==> config.mk <==
export PLATFORM = sky130hd
export DESIGN_NAME = mono_pat_expand
export DESIGN_NICKNAME = d
export VERILOG_FILES = /design/src/rtl/mono_pat_expand.sv
export SDC_FILE = /design/constraint.sdc
export NUM_CORES = 1
export LEC_CHECK = 0
export ABC_AREA = 1
export BUFFER_PORTS_ARGS = -buffer_cell sky130_fd_sc_hd__buf_2
export CORE_MARGIN = 3
export CORE_UTILIZATION = 40
export DETAILED_ROUTE_END_ITERATION = 10
export GPL_TIMING_DRIVEN = 1
export PLACE_DENSITY = 0.85
export SLEW_MARGIN = 10
export SYNTH_ARGS = -nofsm -noshare
export SYNTH_HDL_FRONTEND = slang
export SYNTH_SLANG_ARGS = --single-unit
==> constraint.sdc <==
create_clock -name clk -period 1.6 [get_ports clk]
set_clock_uncertainty 0.05 [all_clocks]
set_input_delay 0.08 -clock clk [delete_from_list [all_inputs] [get_ports clk]]
set_output_delay 0.08 -clock clk [all_outputs]
set_load 0.005 [all_outputs]
==> src/rtl/mono_pat_expand.sv <==
module mono_pat_expand #(
  parameter int CW = 32,
  parameter int XW = 12
) (
  input  logic          clk,
  input  logic          rst_n,
  input  logic [31:0]   pat_lo,
  input  logic [31:0]   pat_hi,
  input  logic [CW-1:0] fg_color,
  input  logic [CW-1:0] bg_color,
  input  logic          in_valid,
  output logic          in_ready,
  input  logic [XW-1:0] dst_x,
  input  logic [XW-1:0] dst_y,
  output logic          out_valid,
  input  logic          out_ready,
  output logic [CW-1:0] out_color
);
  localparam int CELL_BITS = 3;

  logic [CELL_BITS-1:0] col, row;
  logic [31:0]          half;
  logic [4:0]           idx;
  logic                 hit;

  assign col  = dst_x[CELL_BITS-1:0];
  assign row  = dst_y[CELL_BITS-1:0];
  assign half = row[2] ? pat_hi : pat_lo;
  assign idx  = {row[1:0], ~col};
  assign hit  = half[idx];

  assign in_ready = ~out_valid | out_ready;

  always_ff @(posedge clk) begin
    if (!rst_n) begin
      out_valid <= 1'b0;
      out_color <= '0;
    end else if (in_ready) begin
      out_valid <= in_valid;
      if (in_valid) out_color <= hit ? fg_color : bg_color;
    end
  end
endmodule

Yosys cells after proc, flatten, opt, wreduce, memory -nomap -nowiden
Index checks and enable logic that the tools add are counted.
Widths: inputs -> output; s select.
- bits in registers: 33
- output and inout bits: 34
- bitwise logic cells: 3
- reductions and logical operators: 1
- mux-type cells: 4
- order comparisons: 1
- operators with widths (cell ; count):
    $mux 32 ; 2
    $lt 5x6->1 const B ; 1
    $bmux 1 s5 ; 1
    $not 3->3 ; 1
    $reduce_and 2->1 ; 1
    $mux 1 ; 1
    $not 1->1 ; 1
    $or 1x1->1 ; 1

Logic depth before layout (Yosys ltp)
Gate-level depths: netlist (run 1).
- depth in word-level cells: 4
- mapped depth: 15
- depth with buffers taken out: 12

Worst setup path before layout (run 1)
Ideal clock, no wire load.
- path kind: input port to flip-flop
- from: input port dst_y[2]
- to: register out_color[0]
- path slack: 0.163 ns
- arrival: 1.255 ns
- stages on the path: 15
- cell sequence: buf_6 > inv_4 > buf_6 > nand2_1 > nand3_1 > nand3_1 > nand2_1 > nand2_1 > nand3_1 > nand3_2 > nand2_2 > buf_6 > nand2_1 > nand3_1 > a21oi_1
- longest elaborated chain between the ends: 4
- RTL lines (what ; line ; text):
    start, declared ; 14 ; input logic [XW-1:0] dst_y,
    $mux 32 ; 28 ; assign half = row[2] ? pat_hi : pat_lo;
    $bmux 1 s5 ; 30 ; assign hit = half[idx];
    $mux 1 (not written as such) ; 30 ;
    $mux 32 ; 40 ; if (in_valid) out_color <= hit ? fg_color : bg_color;
    end signal, assigned ; 40 ;
    end, declared ; 17 ; output logic [CW-1:0] out_color
Every way passes these cells. The select of a mux whose other input is x is not followed.
A chain may end at the register's enable or synchronous reset.

Final worst setup path (run 1)
- from: input port dst_y[2]
- to: register out_color[9]
Same word-level chain as after synthesis.

==> results by group, run 1 <==
Timing
  • Setup TNS: 0 ns
  • Fin. Hold Viols: 0
  • Final setup fails: 0
  • Final period util: between 80 and 90%
  • Max-slew violations: 0
  • Slack of the critical path: ~0.17 ns
  • Worst slew margin: 76.2%
  • Fin Hold WS: between 0.03 and 0.04 ns
  • Final min period: ~1.4 ns
  • Slew @ Worst Pin: roughly 0.36 ns
  • RSZ-0062 raised after global routing: no
  • Maximum clock frequency: between 0.7 and 0.8 GHz

Outcome
  • Status: finished, final reports clean

Setup path
  • Worst setup SP type: primary input
  • Critical Path AT: between 1.5 and 2 ns
  • Max FO, Critical Path: 32
  • Worst EP required: about 1.8 ns
  • Critical path class: primary input to flip-flop
  • Worst R2R Path Depth: 6
  • Flop2flop setup slack: 0.33 ns
  • Crit. End Element: flip-flop

Detailed routing
  • Via count: 3,265
  • Drt drc: 0
  • DR WL/cell: ~12 um
  • Final ANT Viol Nets: 0
  • Vias per cell: 4.90
  • Iteration-0 DRC Markers: ~170
  • First drt pass iteration count: 5
  • Post-Route WL: ~8000 um

Pwr
  • Pwr Density: 687 nW/um^2
  • VDD IR-drop max: between 0.4 and 0.5 mV
  • Leakage: about 2.1 nW

Synth
  • Synthesis Warnings: 0
  • Mean Syn Cell Area: about 5.7 um^2
  • Post-synthesis xor/xnor area fraction: 0%
  • Seq cells post-synth: 33
  • Post-synthesis mux area share: 0%
  • Synth Area in Compound Gates: roughly 6.7%
  • Synthesized instance count: between 400 and 500
  • Main combinational cell family by area after synthesis: simple AND/OR/NAND/NOR gates
  • Sequential fraction of the synthesis area: between 20% and 30%
  • Synth Area in Simple Gates: between 40% and 50%
  • Synthesized net count: 589
  • Yosys cell types: 14
  • Cell area after synthesis: 2450 um^2
  • Adder-cell share of the synthesized area: 0%

Floorplan
  • Rows: 27
  • Full die area: 7100 um^2
  • Initial core utilization: around 43%
  • Core box area: 5710 um^2
  • Die H: between 80 and 90 um
  • I/O Pins: 190
  • Chip width: ~84 um

Place
  • Placement Setup Slack: -0.228 ns
  • DP Wirelength: ~6000 um
  • Placed Cells: 659
  • Port Buffers: 171
  • Final GP Congestion: 0.854

Global routing
  • Grt total ovfl: 0
  • Global-route wire length before repair: 13,100 um
  • Initial antenna violation count: 0
  • Total GRT Usage: a little over a fifth
  • Vias in the first global route: approximately 3,000
  • Largest net degree at the start of global routing: 34

Layout
  • # fillers: between 500 and 600
  • Nets@finish: 750
  • Layout Utilization: roughly three fifths
  • Layout area overhead: 40.2%
  • ANT cells: 0
  • Register area: about 660 um^2
  • Most frequent cells in the layout: buf_2, nand2_1, nand3_1, inv_1
  • Commonest non-fill, non-tap cell in the layout: buf_2
  • Multi-input gate area: 1320 um^2
  • Finished Layout Cells: between 600 and 700
  • Share of post-route cells with drive strength above 1: between 30% and 40%

Clock network
  • Hold-fix buffers, CTS: 0
  • H-tree depth: 2
  • Clock Tree Root: clkbuf_8
  • Clock buffer depth: 2
  • CTS tree: done
  • Sink Count: 33
  • CTS clk-pin slew, worst paths: 0.07 ns
  • Clock latency at the later pin of the worst-skew pair: between 0.2 and 0.3 ns
  • Total CTS buffers: 5

Worst hold path
  • Hold Path Class: primary input to flip-flop
  • Hold Crit Depth: 4

Run
  • # Max-Cap Violations: 0
==> worst paths after layout <==
| kind | start | endpoint |
|---|---|---|
| worst min-delay path | out_ready | out_valid$_SDFFE_PN0N_ |
| worst min register to register | out_color[5]$_SDFFE_PN0P_ | out_color[5]$_SDFFE_PN0P_ |
| worst max-delay path | dst_y[2] | out_color[9]$_SDFFE_PN0P_ |
| worst max register to register | out_valid$_SDFFE_PN0N_ | out_color[9]$_SDFFE_PN0P_ |
==> registers in the layout, summed over array words and instances, names as in the netlist <==
signal and flops:
out_valid 1, out_color 32
==> stage by stage <==
| stage | total power [mW] | instance area (um^2) |
|---|---|---|
| finish | 2.36 | 3440 |
| CTS | 2.37 | 3430 |
| floorplan | 1.41 | 2450 |
| global placement | 1.74 | 3340 |
| detailed placement | 1.75 | 3340 |
| global route | 2.53 | 3440 |
==> synth_stat cells, drive strengths merged <==
cell type | number | area (um^2)
a21oi | 33 | 165
nand2 | 147 | 554
inv | 73 | 277
nand3 | 118 | 601
buf | 23 | 171
clkbuf | 6 | 22.5
dfxtp | 33 | 661
==> worst max-delay path, cell delays in order <==
cell and delay [ns]:
buf_2 0.16, inv_6 0.20, nand2_1 0.09, nand3_1 0.07, nand3_1 0.07, nand2_1 0.09
nand2_1 0.05, nand3_1 0.09, nand3_2 0.11, buf_4 0.22, nand3_1 0.09, nand3_1 0.08
a21oi_1 0.16
==> layer usage <==
metal | vias up | share of wire, % | track usage [%]
met2 | 156 | 48 | 38.1
li1 | 1671 | - | -
met1 | 1416 | 42 | 26.5
met3 | 22 | 7.9 | 3.63
met4 | 0 | 2.3 | 8.48
met5 | - | 0 | 0
==> logic make-up (layout without fill, tap and decap cells) <==
family | count (synthesis) | count (layout)
AND/OR/NAND/NOR | 265 | 265
buffers and inverters | 102 | 264
AO/OA/AOI/OAI | 33 | 33
flip-flops | 33 | 33
==> timing repair <==
action                     in CTS  in global routing
resized for setup               0                  2
setup endpoints to repair       0                 32
buffers inserted                0                  0
==> layout make-up <==
class | count | area share [%]
multi-input cells | 298 | 38.4
clock inverters | 3 | 0.510
repair buffers | 183 | 29.1
well taps | 72 | 2.62
inverters | 73 | 8.12
clock buffers | 5 | 2.00
flip-flops and latches | 33 | 19.2
==> power by group <==
group          internal (mW)  switching (mW)
clock                  0.300           0.325
combinational          0.380           0.429
sequential             0.893          0.0355
(Power assumes the default switching activity.)
==> run 2: changes to the inputs <==
- CORE_UTILIZATION: 40 -> 30
- PLACE_DENSITY: 0.85 -> 0.68
- RECOVER_POWER: not set -> 100
==> results by group, run 2 (synthesized netlist as in run 1, its figures left out) <==
Clock network
  • Sink Count: 33
  • CTS tree: done
  • Clock buffer depth: 2
  • H-tree depth: 2
  • Total CTS buffers: 5
  • Clock Tree Root: clkbuf_8
  • Clock latency at the later pin of the worst-skew pair: about 0.27 ns
  • CTS clk-pin slew, worst paths: ~0.070 ns

Timing
  • Slack of the critical path: approximately 0.21 ns
  • Setup TNS: 0 ns
  • Final min period: 1.39 ns
  • Worst slew margin: about three quarters
  • Slew @ Worst Pin: a little under 0.4 ns
  • Final period util: roughly 87%
  • Maximum clock frequency: around 0.72 GHz
  • Fin. Hold Viols: 0
  • Max-slew violations: 0
  • Final setup fails: 0

Run
  • # Max-Cap Violations: 0

Global routing
  • Vias in the first global route: between 2,000 and 3,000
  • Grt total ovfl: 0
  • Largest net degree at the start of global routing: 34
  • Global-route wire length before repair: 12,400 um
  • Initial antenna violation count: 0
  • Total GRT Usage: between 15 and 20%

Layout
  • Layout area overhead: 43.0%
  • Share of post-route cells with drive strength above 1: 28.5%
  • # fillers: about 860
  • Largest registers: out_color: 32 flops, out_valid: 1 flops
  • Max reg flops: 32
  • Nets@finish: roughly 750
  • Most frequent cells in the layout: nand2_1, buf_2, nand3_1, inv_1
  • Finished Layout Cells: roughly 700
  • Commonest non-fill, non-tap cell in the layout: nand2_1
  • Layout Utilization: between 40% and 50%
  • ANT cells: 0
  • Most flops, register: out_color

Detailed routing
  • Iteration-0 DRC Markers: 130
  • DR WL met2: between 4000 and 5000 um
  • Routed wl met3: around 520 um
  • Met1 WL: approximately 3400 um
  • Top Metal Used: met4
  • Drt drc: 0
  • First drt pass iteration count: 4
  • Vias per cell: 4.62
  • DR WL/cell: around 12 um
  • Final ANT Viol Nets: 0
  • Via count: between 3,000 and 4,000
  • Post-Route WL: just over 8000 um

Setup path
  • Critical Path AT: 1.48 ns
  • Crit. End Element: flip-flop
  • Critical Path, Cell by Cell: clkbuf_4 > buf_4 > nand2_1 > nand3_1 > nand3_1 > nand2_1 > nand2_1 > nand3_1 > nand3_2 > nand2_2 > buf_12 > nand2_1 > nand3_1 > a21oi_1
  • Worst setup SP type: primary input
  • Critical path class: primary input to flip-flop
  • Worst R2R Path Depth: 5
  • Max FO, Critical Path: 17
  • Slowest cell on crit path: clkbuf_4
  • Worst EP required: roughly 1.7 ns
  • CP max stage delay: roughly 0.18 ns

Pwr
  • VDD IR-drop max: about 0.32 mV
  • Final Power: 2.54 mW
  • Leakage: 2.00 nW
  • Pwr Density: 725 nW/um^2

Floorplan
  • Die H: around 96 um
  • Rows: 32
  • Chip width: 96.4 um
  • Initial core utilization: a little under a third
  • Core box area: 7850 um^2
  • Full die area: roughly 9300 um^2
  • I/O Pins: 190

Place
  • Placement Setup Slack: -0.150 ns
  • Port Buffers: ~170
  • Placed Cells: about 700
  • DP Wirelength: 6350 um
  • Final GP Congestion: just over 0.8

Worst hold path
  • Hold Crit Depth: 4
  • Hold Path Class: primary input to flip-flop

Outcome
  • Status: finished, final reports clean
## run 2: cell count changes in the layout (fill, tap and decap cells not counted), moves of 2 or more
cell,before,now
clkbuf_1,0,29
clkinv_2,2,0
buf_2,171,143
buf_4,7,10
## run 2: area by class of cell
cell class | instances | area, um^2 | share of cell area (%)
multi-input combinational | 298 | 1320 | 37.7
timing repair buffer | 187 | 998 | 28.5
sequential | 33 | 661 | 18.9
inverter | 73 | 282 | 8.03
tap | 102 | 128 | 3.64
clock buffer | 7 | 86.3 | 2.46
clock inverter | 1 | 30.0 | 0.857
## run 2: layer usage
layer	GRT usage [%]	vias up
li1	-	1681
met1	19.4	1459
met2	30.2	92
met3	3.49	8
met4	4.44	0
met5	0	-
## run 2: final timing paths
| kind | start | to | slack [ns] |
|---|---|---|---|
| min reg2reg | out_color[7]$_SDFFE_PN0P_ | out_color[7]$_SDFFE_PN0P_ | 0.42 |
| max reg2reg | out_valid$_SDFFE_PN0N_ | out_color[22]$_SDFFE_PN0P_ | 0.35 |
| max | dst_y[2] | out_color[22]$_SDFFE_PN0P_ | 0.21 |
| min | out_ready | out_valid$_SDFFE_PN0N_ | 0.06 |
## run 2: stage by stage
step	area [um^2]	hold WS (ns)
2_1_floorplan	2450	0.212
3_3_place_gp	3410	0.330
3_5_place_dp	3410	0.345
4_1_cts	3530	0.0397
5_1_grt	3500	0.0692
6_report	3500	0.0639
## run 2: critical path, delay by kind of cell
family	cells	cell delay, ns
simple gates	10	0.84
buf+inv	3	0.51
compound gates	1	0.06
## run 2: power by group
group | switching (mW) | total [mW] | internal (mW) | leakage, nW
sequential | 0.0372 | 0.931 | 0.894 | 0.272
clock | 0.290 | 0.797 | 0.508 | 0.0585
combinational | 0.435 | 0.813 | 0.378 | 1.67
total | 0.762 | 2.54 | 1.78 | 2.00
## run 2: what timing repair did
action                     4_1_cts  5_1_grt
buffers inserted                 0        0
setup endpoints to repair        0       31
hold buffers                     0        0
resized for setup                0        5
==> run 3: changes to the inputs <==
- RECOVER_POWER: 100 -> not set
==> results by group, run 3 (synthesized netlist as in run 1, its figures left out) <==
Outcome
  • Status: finished, final reports clean

Place
  • Final GP Congestion: a little over 0.8
  • Placed Cells: 693
  • DP Wirelength: ~6400 um
  • Dpl cell area: between 3000 and 4000 um^2
  • Port Buffers: between 150 and 200

Global routing
  • Initial antenna violation count: 0
  • Grt total ovfl: 0
  • Total GRT Usage: roughly 17%
  • Global-route wire length before repair: between 10,000 and 15,000 um
  • Largest net degree at the start of global routing: 34
  • Vias in the first global route: approximately 2,800

Layout
  • Final instance area: ~3500 um^2
  • Largest registers: out_color: 32 flops, out_valid: 1 flops
  • Register area: roughly 660 um^2
  • Commonest non-fill, non-tap cell in the layout: buf_2
  • Share of post-route cells with drive strength above 1: around a third
  • # fillers: around 850
  • Nets@finish: 754
  • Multi-input gate area: approximately 1300 um^2
  • ANT cells: 0
  • Layout area overhead: 44.5%
  • Most frequent cells in the layout: buf_2, nand2_1, nand3_1, inv_1
  • Most flops, register: out_color
  • Finished Layout Cells: 701
  • Max reg flops: 32

Detailed routing
  • Iteration-0 DRC Markers: approximately 120
  • Final ANT Viol Nets: 0
  • Vias per cell: ~4.6
  • Drt drc: 0
  • DR WL/cell: around 12 um
  • Via count: 3,250
  • First drt pass iteration count: 4
  • Post-Route WL: about 8000 um

Timing
  • Final min period: between 1 and 1.5 ns
  • Slew @ Worst Pin: about 0.37 ns
  • Worst slew margin: between 70 and 80%
  • Final period util: slightly below 90%
  • Final setup fails: 0
  • Max-slew violations: 0
  • Maximum clock frequency: about 0.71 GHz
  • Fin. Hold Viols: 0

Pwr
  • Leakage: about 2.1 nW
  • Final Power: about 2.6 mW
  • Pwr Density: a little over 700 nW/um^2
  • VDD IR-drop max: around 0.32 mV

Clock network
  • CTS tree: done
  • Clock latency at the later pin of the worst-skew pair: around 0.28 ns
  • CTS clk-pin slew, worst paths: around 0.07 ns
  • Sink Count: 33
  • Clock buffer depth: 2
  • H-tree depth: 2
  • Clock Tree Root: clkbuf_8
  • Total CTS buffers: 5

Setup path
  • Max FO, Critical Path: 17
  • Worst EP required: ~1.7 ns
  • Worst reg2reg startpoint: out_valid$_SDFFE_PN0N_
  • Crit. End Element: flip-flop
  • Critical path class: primary input to flip-flop
  • Worst setup SP type: primary input
  • Critical Path Source: dst_y[2]
  • Critical Path AT: ~1.5 ns

Worst hold path
  • Worst hold start: out_ready
  • Hold Path Class: primary input to flip-flop

Floorplan
  • Initial core utilization: a little under a third
  • Full die area: 9290 um^2
  • Die H: between 90 and 100 um
  • Rows: 32
  • I/O Pins: 190
  • Core box area: a little under 8000 um^2
  • Chip width: a little under 100 um

Run
  • # Max-Cap Violations: 0
[run 3: timing repair]
| action | CTS | global route |
|---|---|---|
| hold endpoints to repair | 0 | 0 |
| setup buffers | 0 | 0 |
| hold buffers | 0 | 0 |
| setup endpoints to repair | 0 | 31 |
| resized for setup | 0 | 5 |
[run 3: routing by layer]
metal | part of all wire (%) | global-route usage, %
met2 | 51 | 30.2
met5 | 0 | 0
met4 | 1.2 | 4.44
met1 | 41 | 19.4
met3 | 6.9 | 3.49
[run 3: final timing paths]
| kind | to | depth (start not counted) | slack, ns |
|---|---|---|---|
| setup / recovery | out_color[22]$_SDFFE_PN0P_ | 14 | 0.19 |
| setup reg to reg | out_color[8]$_SDFFE_PN0P_ | 5 | 0.41 |
| hold reg to reg | out_color[14]$_SDFFE_PN0P_ | 2 | 0.42 |
| hold / removal | out_valid$_SDFFE_PN0N_ | 4 | 0.06 |
[run 3: cell type report]
| cell class | count | area share (%) |
|---|---|---|
| clock buffers | 7 | 2.44 |
| clock inverters | 1 | 0.848 |
| inverters | 73 | 7.95 |
| multi-input cells | 298 | 37.3 |
| flip-flops and latches | 33 | 18.7 |
| well taps | 102 | 3.60 |
| repair buffers | 187 | 29.2 |
[run 3: where the power goes]
group | internal (mW) | switching (mW) | leakage, nW
clock network | 0.508 | 0.291 | 0.0585
registers | 0.893 | 0.0354 | 0.272
logic | 0.394 | 0.437 | 1.78
[run 3: stage by stage]
step / setup WS, ns / setup TNS (ns) / utilization, % / hold slack [ns]
4_1_cts: 0.150 / 0 / 44.9 / 0.0397
3_5_place_dp: -0.150 / -4.38 / 43.5 / 0.345
5_1_grt: -0.00306 / -0.00306 / 45.1 / 0.0644
6_report: 0.191 / 0 / 45.1 / 0.0558
3_3_place_gp: -0.104 / -2.98 / 43.5 / 0.330
2_1_floorplan: 0.163 / 0 / - / 0.212
[run 3: worst max-delay path, stage by stage]
cell and delay (ns):
clkbuf_4 0.18, buf_4 0.17, nand2_1 0.05, nand3_1 0.08
nand3_1 0.08, nand2_1 0.08, nand2_1 0.05, nand3_1 0.10
nand3_2 0.13, nand2_2 0.14, buf_12 0.16, nand2_1 0.06
nand3_1 0.08, a21oi_1 0.06
